**src/rtl/tlbx_pkg.sv**
```systemverilog
package tlbx_pkg;

    localparam int VA_W     = 32;
    localparam int PG_SHIFT = 12;
    localparam int VPN_W    = VA_W - PG_SHIFT;
    localparam int PAIR_W   = VPN_W - 1;
    localparam int ASID_W   = 8;
    localparam int PFN_W    = 20;
    localparam int ATTR_W   = 3;
    localparam int MASK_W   = 16;
    localparam int WORD_W   = 32;
    localparam int RB_SHIFT = 11;
    localparam int PFN_LSB  = 6;

    localparam logic [VA_W-1:0] UNCACHED_BITS = 32'hA000_0000;

    typedef enum logic [2:0] {
        OP_LOOKUP  = 3'd0,
        OP_PROBE   = 3'd1,
        OP_WRITE   = 3'd2,
        OP_FLUSH   = 3'd3,
        OP_READ    = 3'd4,
        OP_READPTR = 3'd5
    } tlbx_op_e;

    typedef struct packed {
        logic [PFN_W-1:0]  pfn;
        logic [ATTR_W-1:0] attr;
        logic              dirty;
        logic              valid;
    } tlbx_half_t;

    typedef struct packed {
        logic [MASK_W-1:0] mask;
        logic [PAIR_W-1:0] pair;
        logic [ASID_W-1:0] asid;
        logic              glob;
        tlbx_half_t        odd;
        tlbx_half_t        even;
    } tlbx_entry_t;

    // Page-number bits excluded from the compare: the select bit and all below it.
    function automatic logic [VPN_W-1:0] ignore_bits(input logic [MASK_W-1:0] m);
        logic [VPN_W-1:0] ext;
        ext = VPN_W'(m);
        return (ext << 1) | VPN_W'(1);
    endfunction

    // One-hot position of the even/odd select bit.
    function automatic logic [VPN_W-1:0] select_bit(input logic [MASK_W-1:0] m);
        return ignore_bits(m) & ~VPN_W'(m);
    endfunction

    function automatic logic [WORD_W-1:0] pack_half(input tlbx_half_t h, input logic g);
        return WORD_W'({h.pfn, h.attr, h.dirty, h.valid, g});
    endfunction

    function automatic logic [WORD_W-1:0] pack_hi(input logic [PAIR_W-1:0] p,
                                                   input logic [ASID_W-1:0] a);
        return (WORD_W'(p) << RB_SHIFT) | WORD_W'(a);
    endfunction

    function automatic logic [WORD_W-1:0] pack_mask(input logic [MASK_W-1:0] m);
        return WORD_W'(m) << RB_SHIFT;
    endfunction

endpackage

```
**src/rtl/tlbx_match.sv**
```systemverilog
module tlbx_match
    import tlbx_pkg::*;
(
    input  tlbx_entry_t       ent,
    input  logic [VPN_W-1:0]  vpn,
    input  logic [ASID_W-1:0] asid,
    output logic              hit,
    output logic              odd
);
    logic [VPN_W-1:0] diff;
    logic             live;
    logic             owner_ok;

    always_comb begin
        diff     = (vpn ^ {ent.pair, 1'b0}) & ~ignore_bits(ent.mask);
        live     = ent.even.valid | ent.odd.valid;
        owner_ok = ent.glob | (ent.asid == asid);
        hit      = live && owner_ok && (diff == '0);
        odd      = |(vpn & select_bit(ent.mask));
    end
endmodule

```
**src/rtl/tlbx_prio.sv**
```systemverilog
module tlbx_prio #(
    parameter int N     = 16,
    parameter int IDX_W = $clog2(N) + 1
) (
    input  logic [N-1:0]     req,
    output logic             found,
    output logic [IDX_W-1:0] idx
);
    always_comb begin
        found = 1'b0;
        idx   = '1;
        for (int i = N - 1; i >= 0; i--) begin
            if (req[i]) begin
                found = 1'b1;
                idx   = IDX_W'(i);
            end
        end
    end
endmodule

```
**src/rtl/tlbx_stats.sv**
```systemverilog
module tlbx_stats #(
    parameter int CNT_W = 16
) (
    input  logic             clk,
    input  logic             rst,
    input  logic             en,
    input  logic             is_store,
    input  logic             hit,
    output logic [CNT_W-1:0] rd_hit,
    output logic [CNT_W-1:0] rd_miss,
    output logic [CNT_W-1:0] wr_hit,
    output logic [CNT_W-1:0] wr_miss,
    output logic [CNT_W-1:0] hits,
    output logic [CNT_W-1:0] misses,
    output logic [CNT_W-1:0] accesses
);
    always_ff @(posedge clk) begin
        if (rst) begin
            rd_hit  <= '0;
            rd_miss <= '0;
            wr_hit  <= '0;
            wr_miss <= '0;
        end else if (en) begin
            unique case ({is_store, hit})
                2'b01:   rd_hit  <= rd_hit  + 1'b1;
                2'b00:   rd_miss <= rd_miss + 1'b1;
                2'b11:   wr_hit  <= wr_hit  + 1'b1;
                default: wr_miss <= wr_miss + 1'b1;
            endcase
        end
    end

    assign hits     = rd_hit + wr_hit;
    assign misses   = rd_miss + wr_miss;
    assign accesses = hits + misses;
endmodule

```
**src/rtl/tlbx_top.sv**
```systemverilog
module tlbx_top
    import tlbx_pkg::*;
#(
    parameter int N     = 16,
    parameter int CNT_W = 16,
    localparam int SLOT_W = $clog2(N),
    localparam int IDX_W  = SLOT_W + 1
) (
    input  logic              clk,
    input  logic              rst,
    input  logic              cmd_valid,
    input  logic [2:0]        cmd_op,
    input  logic [31:0]       cmd_va,
    input  logic [7:0]        cmd_asid,
    input  logic              cmd_store,
    input  logic [IDX_W-1:0]  cmd_idx,
    input  logic              cmd_adv,
    input  logic [31:0]       wr_hi,
    input  logic [31:0]       wr_mask,
    input  logic [31:0]       wr_lo0,
    input  logic [31:0]       wr_lo1,
    output logic              rsp_valid,
    output logic              rsp_hit,
    output logic              rsp_inval,
    output logic              rsp_uncached,
    output logic [IDX_W-1:0]  rsp_idx,
    output logic [19:0]       rsp_pfn,
    output logic [2:0]        rsp_attr,
    output logic              rsp_dirty,
    output logic [31:0]       rd_hi,
    output logic [31:0]       rd_mask,
    output logic [31:0]       rd_lo0,
    output logic [31:0]       rd_lo1,
    output logic [CNT_W-1:0]  cnt_rd_hit,
    output logic [CNT_W-1:0]  cnt_rd_miss,
    output logic [CNT_W-1:0]  cnt_wr_hit,
    output logic [CNT_W-1:0]  cnt_wr_miss,
    output logic [CNT_W-1:0]  cnt_hits,
    output logic [CNT_W-1:0]  cnt_misses,
    output logic [CNT_W-1:0]  cnt_access
);
    tlbx_op_e          op;
    tlbx_entry_t       tbl [N];
    tlbx_entry_t       wr_ent;
    logic [VPN_W-1:0]  vpn;
    logic [N-1:0]      hit_vec;
    logic [N-1:0]      odd_vec;
    logic              found;
    logic [IDX_W-1:0]  match_idx;
    logic [SLOT_W-1:0] match_slot;
    tlbx_half_t        match_half;
    logic [SLOT_W-1:0] ptr;
    logic [SLOT_W-1:0] rd_slot;
    logic              rd_ok;
    logic              idx_in_range;
    logic              do_lookup;
    logic              unused_bits;

    assign op           = tlbx_op_e'(cmd_op);
    assign vpn          = cmd_va[VA_W-1:PG_SHIFT];
    assign idx_in_range = cmd_idx < IDX_W'(N);
    assign do_lookup    = cmd_valid && (op == OP_LOOKUP);
    assign unused_bits  = ^{cmd_va[PG_SHIFT-1:0], wr_hi, wr_mask, wr_lo0, wr_lo1, match_idx};

    // Unpack the write words.
    always_comb begin
        wr_ent.mask       = wr_mask[RB_SHIFT +: MASK_W];
        wr_ent.pair       = wr_hi[RB_SHIFT +: PAIR_W];
        wr_ent.asid       = wr_hi[ASID_W-1:0];
        wr_ent.glob       = wr_lo0[0] & wr_lo1[0];
        wr_ent.even.pfn   = wr_lo0[PFN_LSB +: PFN_W];
        wr_ent.even.attr  = wr_lo0[5:3];
        wr_ent.even.dirty = wr_lo0[2];
        wr_ent.even.valid = wr_lo0[1];
        wr_ent.odd.pfn    = wr_lo1[PFN_LSB +: PFN_W];
        wr_ent.odd.attr   = wr_lo1[5:3];
        wr_ent.odd.dirty  = wr_lo1[2];
        wr_ent.odd.valid  = wr_lo1[1];
    end

    generate
        for (genvar g = 0; g < N; g++) begin : g_cmp
            tlbx_match u_match (
                .ent  (tbl[g]),
                .vpn  (vpn),
                .asid (cmd_asid),
                .hit  (hit_vec[g]),
                .odd  (odd_vec[g])
            );
        end
    endgenerate

    tlbx_prio #(.N(N), .IDX_W(IDX_W)) u_prio (
        .req   (hit_vec),
        .found (found),
        .idx   (match_idx)
    );

    assign match_slot = match_idx[SLOT_W-1:0];
    assign match_half = odd_vec[match_slot] ? tbl[match_slot].odd : tbl[match_slot].even;
    assign rd_slot    = (op == OP_READPTR) ? ptr : cmd_idx[SLOT_W-1:0];
    assign rd_ok      = (op == OP_READPTR) || idx_in_range;

    // Table storage.
    always_ff @(posedge clk) begin
        if (rst || (cmd_valid && op == OP_FLUSH)) begin
            for (int i = 0; i < N; i++) tbl[i] <= '0;
        end else if (cmd_valid && op == OP_WRITE && idx_in_range) begin
            tbl[cmd_idx[SLOT_W-1:0]] <= wr_ent;
        end
    end

    // Replacement pointer.
    always_ff @(posedge clk) begin
        if (rst || (cmd_valid && op == OP_FLUSH)) begin
            ptr <= '0;
        end else if (cmd_valid && op == OP_READPTR && cmd_adv) begin
            ptr <= (ptr == SLOT_W'(N - 1)) ? '0 : ptr + 1'b1;
        end
    end

    // Response registers.
    always_ff @(posedge clk) begin
        if (rst) begin
            rsp_valid    <= 1'b0;
            rsp_hit      <= 1'b0;
            rsp_inval    <= 1'b0;
            rsp_uncached <= 1'b0;
            rsp_idx      <= '1;
            rsp_pfn      <= '0;
            rsp_attr     <= '0;
            rsp_dirty    <= 1'b0;
            rd_hi        <= '0;
            rd_mask      <= '0;
            rd_lo0       <= '0;
            rd_lo1       <= '0;
        end else begin
            rsp_valid    <= cmd_valid;
            rsp_hit      <= 1'b0;
            rsp_inval    <= 1'b0;
            rsp_uncached <= 1'b0;
            rsp_idx      <= '1;
            rsp_pfn      <= '0;
            rsp_attr     <= '0;
            rsp_dirty    <= 1'b0;
            rd_hi        <= '0;
            rd_mask      <= '0;
            rd_lo0       <= '0;
            rd_lo1       <= '0;
            if (cmd_valid) begin
                case (op)
                    OP_LOOKUP: begin
                        rsp_hit      <= found;
                        rsp_idx      <= found ? match_idx : '1;
                        rsp_inval    <= found && !match_half.valid;
                        rsp_pfn      <= found ? match_half.pfn : '0;
                        rsp_attr     <= found ? match_half.attr : '0;
                        rsp_dirty    <= found && match_half.dirty;
                        rsp_uncached <= (cmd_va & UNCACHED_BITS) == UNCACHED_BITS;
                    end
                    OP_PROBE: begin
                        rsp_hit <= found;
                        rsp_idx <= found ? match_idx : '1;
                    end
                    OP_READ, OP_READPTR: begin
                        if (rd_ok) begin
                            rd_hi   <= pack_hi(tbl[rd_slot].pair, tbl[rd_slot].asid);
                            rd_mask <= pack_mask(tbl[rd_slot].mask);
                            rd_lo0  <= pack_half(tbl[rd_slot].even, tbl[rd_slot].glob);
                            rd_lo1  <= pack_half(tbl[rd_slot].odd, tbl[rd_slot].glob);
                        end
                    end
                    default: ;
                endcase
            end
        end
    end

    tlbx_stats #(.CNT_W(CNT_W)) u_stats (
        .clk      (clk),
        .rst      (rst),
        .en       (do_lookup),
        .is_store (cmd_store),
        .hit      (found),
        .rd_hit   (cnt_rd_hit),
        .rd_miss  (cnt_rd_miss),
        .wr_hit   (cnt_wr_hit),
        .wr_miss  (cnt_wr_miss),
        .hits     (cnt_hits),
        .misses   (cnt_misses),
        .accesses (cnt_access)
    );
endmodule

```
**config.mk**
```make
export PLATFORM = sky130hd
export DESIGN_NAME = tlbx_top
export DESIGN_NICKNAME = d
export VERILOG_FILES = /design/src/rtl/tlbx_pkg.sv /design/src/rtl/tlbx_match.sv /design/src/rtl/tlbx_prio.sv /design/src/rtl/tlbx_stats.sv /design/src/rtl/tlbx_top.sv
export SDC_FILE = /design/constraint.sdc
export NUM_CORES = 2
export LEC_CHECK = 0
export ABC_AREA = 1
export BUFFER_PORTS_ARGS = -buffer_cell sky130_fd_sc_hd__buf_2
export CORE_MARGIN = 4
export CORE_UTILIZATION = 55
export DETAILED_ROUTE_END_ITERATION = 10
export HOLD_SLACK_MARGIN = 0.06
export PLACE_DENSITY = 0.73
export SLEW_MARGIN = 20
export SYNTH_ARGS = -nofsm -noshare
export SYNTH_HDL_FRONTEND = slang
export SYNTH_SLANG_ARGS = --single-unit
```
**constraint.sdc**
```tcl
create_clock -name clk -period 10.1 [get_ports clk]
set_input_delay 1.515 -clock clk [delete_from_list [all_inputs] [get_ports clk]]
set_output_delay 1.515 -clock clk [all_outputs]
set_load 0.03 [all_outputs]
```
==> impl_results.md <==
- Grt total ovfl: 0
- Share of layout cells above drive strength 1: 7.66%
- WS Path Type: in2reg
- Largest net degree at the start of global routing: 283
- GRT Total Usage: 41.7%
- Final nets: 11500
- Layout Skew: 0.0563 ns
- Initial Util: 55.5%
- Filler Cell Count: 14400
- Clk buf depth: 3
- Final wirelength: 386000 µm
- Area Overhead vs Synth: 9.01%
- Initial antenna violation count: 25
- Syn Std Cell Area: 94200 µm²
- GPL Wtd Cong: 1.03
- MaxCap Viol Count: 0
- CTS buffer count: 183
- CP required: 10.88 ns
- Sequential cell area: 49100 µm²
- Final setup violating endpoints: 0
- Mean routed wirelength per cell: 28.3 µm
- TritonRoute pass-1 iters: 11
- I/O pin cnt: 454
- First-pass GRT wire length: 551000 µm
- Slowest stage delay, CP: 0.81 ns
- Die width: 422 µm
- HP Class: reg2reg
- Most frequent cells in the layout: nor2_1, edfxtp_1, nand3_1
- CP most frequent cell: nand2_1
- Max IR drop VDD: 0.000194 V
- Final setup TNS: 0 ns
- Clock transition at path regs: 0.06 ns
- Port Buffers: 375
- CP Launch Type: input pin
- Crit Path Max Fanout: 178
- Rows: 151
- Buffer count from post-CTS setup fixing: 0
- Hold Violations, Final: 0
- Share of total power in combinational logic: 12.8%
- Relative slew slack: 5.21%
- Synthesis Warnings: 0
- Sw frac: 28.2%
- Syn_area_per_cell: 8.20 µm²
- Final count of pins violating max slew: 0
- P_sw: 4.91 mW
- Via count: 89700
- Unique cell type count in the Yosys netlist: 63
- Clk pwr share: 39.8%
- Pre-CTS setup slack: 2.45 ns
- DP HPWL: 237000 µm
- Clk sinks: 1699
- DIE AREA: 178000 µm²
- Fin crit share: 71.8%
- Drt drc: 0
- Commonest non-fill, non-tap cell in the layout: nor2_1
- DRT antenna net count: 0
- Predominant post-synthesis flop cell: edfxtp_1
- FFs w/ async S/R, synth: 0%
- Synth Register Bits: 1699
- Crit. End Element: flop
- CTS tree: done
- P_int: 12.5 mW
- DR vias/cell: 6.57
- Crit path arrival time: 8.03 ns
- Core area: 170000 µm²
- PwrDens: 170 nW/µm²
- Gate Count Post-Synth: 11500
- Multi-input gate area: 36600 µm²
- RSZ-0062 raised after global routing: false
- H-tree levels: 4
- Worst skew pair latency: 0.87 ns
- Die Y: 422 µm
- Iteration-0 DRC Markers: 16000
- Seq pwr share: 47.4%
- Post-synth EDFFs: 1504
- Worst-Margin Slew: 1.42 ns
- Post-route setup slack: 2.84 ns
- CTS resizes: 0
- Vias in the first global route: 82700
- Sequential area share after synthesis: 52.1%
- Pleak: 43.0 nW
- CP max-delay cell: inv_1
- Run status: finished clean
- Fmax: 138 MHz
- CTS root buf: clkbuf_16
- CTS hold repair buffers: 0
- Crit path time final: 7.26 ns
[kinds of logic after synthesis]
logic type / Yosys count / share of synthesized area [%]
flops: 1699 / 52.1
fa+ha+maj: 53 / 0.728
simple gates: 4976 / 22.7
compound gates: 2277 / 13.0
xor+xnor: 204 / 1.90
buf+inv: 2272 / 9.63
other cells: 1 / 0.00398
[worst max-delay path, delay by kind of cell]
kind,cells,cell delay [ns]
simple gates,25,4.43
buf+inv,3,1.58
compound gates,1,0.15
[power by group through the flow]
stage / Sequential, mW / Clock [mW] / Combinational [mW]
floorplan: 8.36 / 0 / 1.30
global placement: 8.37 / 0 / 2.05
detailed placement: 8.39 / 0 / 2.09
CTS: 8.25 / 6.88 / 2.10
global route: 8.29 / 7.20 / 2.32
finish: 8.26 / 6.93 / 2.22
[cell usage after synthesis, types with 13 or more instances]
library cell / number / area, µm²
o221ai_1: 36 / 315
a311oi_1: 24 / 210
inv_1: 1318 / 4950
xnor2_1: 66 / 578
o21ai_0: 962 / 4810
edfxtp_1: 1504 / 45200
o311ai_0: 30 / 263
o21ai_1: 52 / 260
nand2_1: 1277 / 4790
o31ai_1: 20 / 150
dfxtp_1: 195 / 3900
nand4_1: 105 / 657
o22ai_1: 36 / 225
nand3_1: 1420 / 7110
xor2_1: 138 / 1210
buf_2: 174 / 871
buf_1: 94 / 353
nor2_1: 1845 / 6930
a21oi_1: 972 / 4860
o211ai_1: 92 / 691
ha_1: 50 / 626
buf_4: 57 / 428
buf_6: 14 / 158
inv_2: 30 / 113
clkbuf_1: 582 / 2180
nor3b_1: 16 / 120
nor3_1: 207 / 1040
o21bai_1: 13 / 97.6
nor4_1: 60 / 375
[final cells by class]
| class | instances | area share [%] |
|---|---|---|
| tap | 2218 | 2.70 |
| antenna | 13 | 0.0317 |
| clock buffer | 278 | 5.22 |
| multi-input combinational | 7543 | 35.7 |
| inverter | 1351 | 4.97 |
| sequential | 1699 | 47.8 |
| timing repair buffer | 481 | 2.87 |
| clock inverter | 66 | 0.732 |
[metal layers]
| metal | up-vias | GRT usage [%] | share of wire, % |
|---|---|---|---|
| met2 | 7801 | 59.5 | 41 |
| met1 | 42300 | 55.9 | 35 |
| li1 | 38300 | - | - |
| met4 | 10 | 22.3 | 6.3 |
| met3 | 1395 | 14.5 | 17 |
| met5 | - | 0 | 0.015 |
[per-stage QoR]
stage                     std cells  power (mW)  util (%)  hold slack (ns)  cell area, µm²
after CTS                     13600        17.2      60.4            0.520          103000
after floorplan               11500        9.65         -            0.471           94300
final                         13600        17.4      60.4            0.519          103000
after global placement        13300        10.4      56.8            0.483           96400
after detailed placement      13300        10.5      56.8            0.502           96500
after global routing          13600        17.8      60.4            0.552          103000
[registers in the layout, summed over array words and instances, names as in the netlist]
signal	cells
ptr	4
rd_hi	27
rd_lo0	26
rd_lo1	25
rd_mask	16
rsp_attr	3
rsp_dirty	1
rsp_hit	1
rsp_idx	5
rsp_inval	1
rsp_pfn	20
rsp_uncached	1
rsp_valid	1
tbl	1504
u_stats.rd_hit	16
u_stats.rd_miss	16
u_stats.wr_hit	16
u_stats.wr_miss	16
[final timing paths]
path | slack (ns) | from | cells after the start | endpoint
setup / recovery | 2.84 | cmd_va[25] | 29 | rsp_attr[0]
hold / removal | 0.52 | ptr[3] | 2 | ptr[3]
setup reg to reg | 3.95 | tbl[11][59] | 28 | rsp_attr[0]
hold reg to reg | 0.52 | ptr[3] | 2 | ptr[3]
Note: power is estimated with default switching activity, not from simulation.
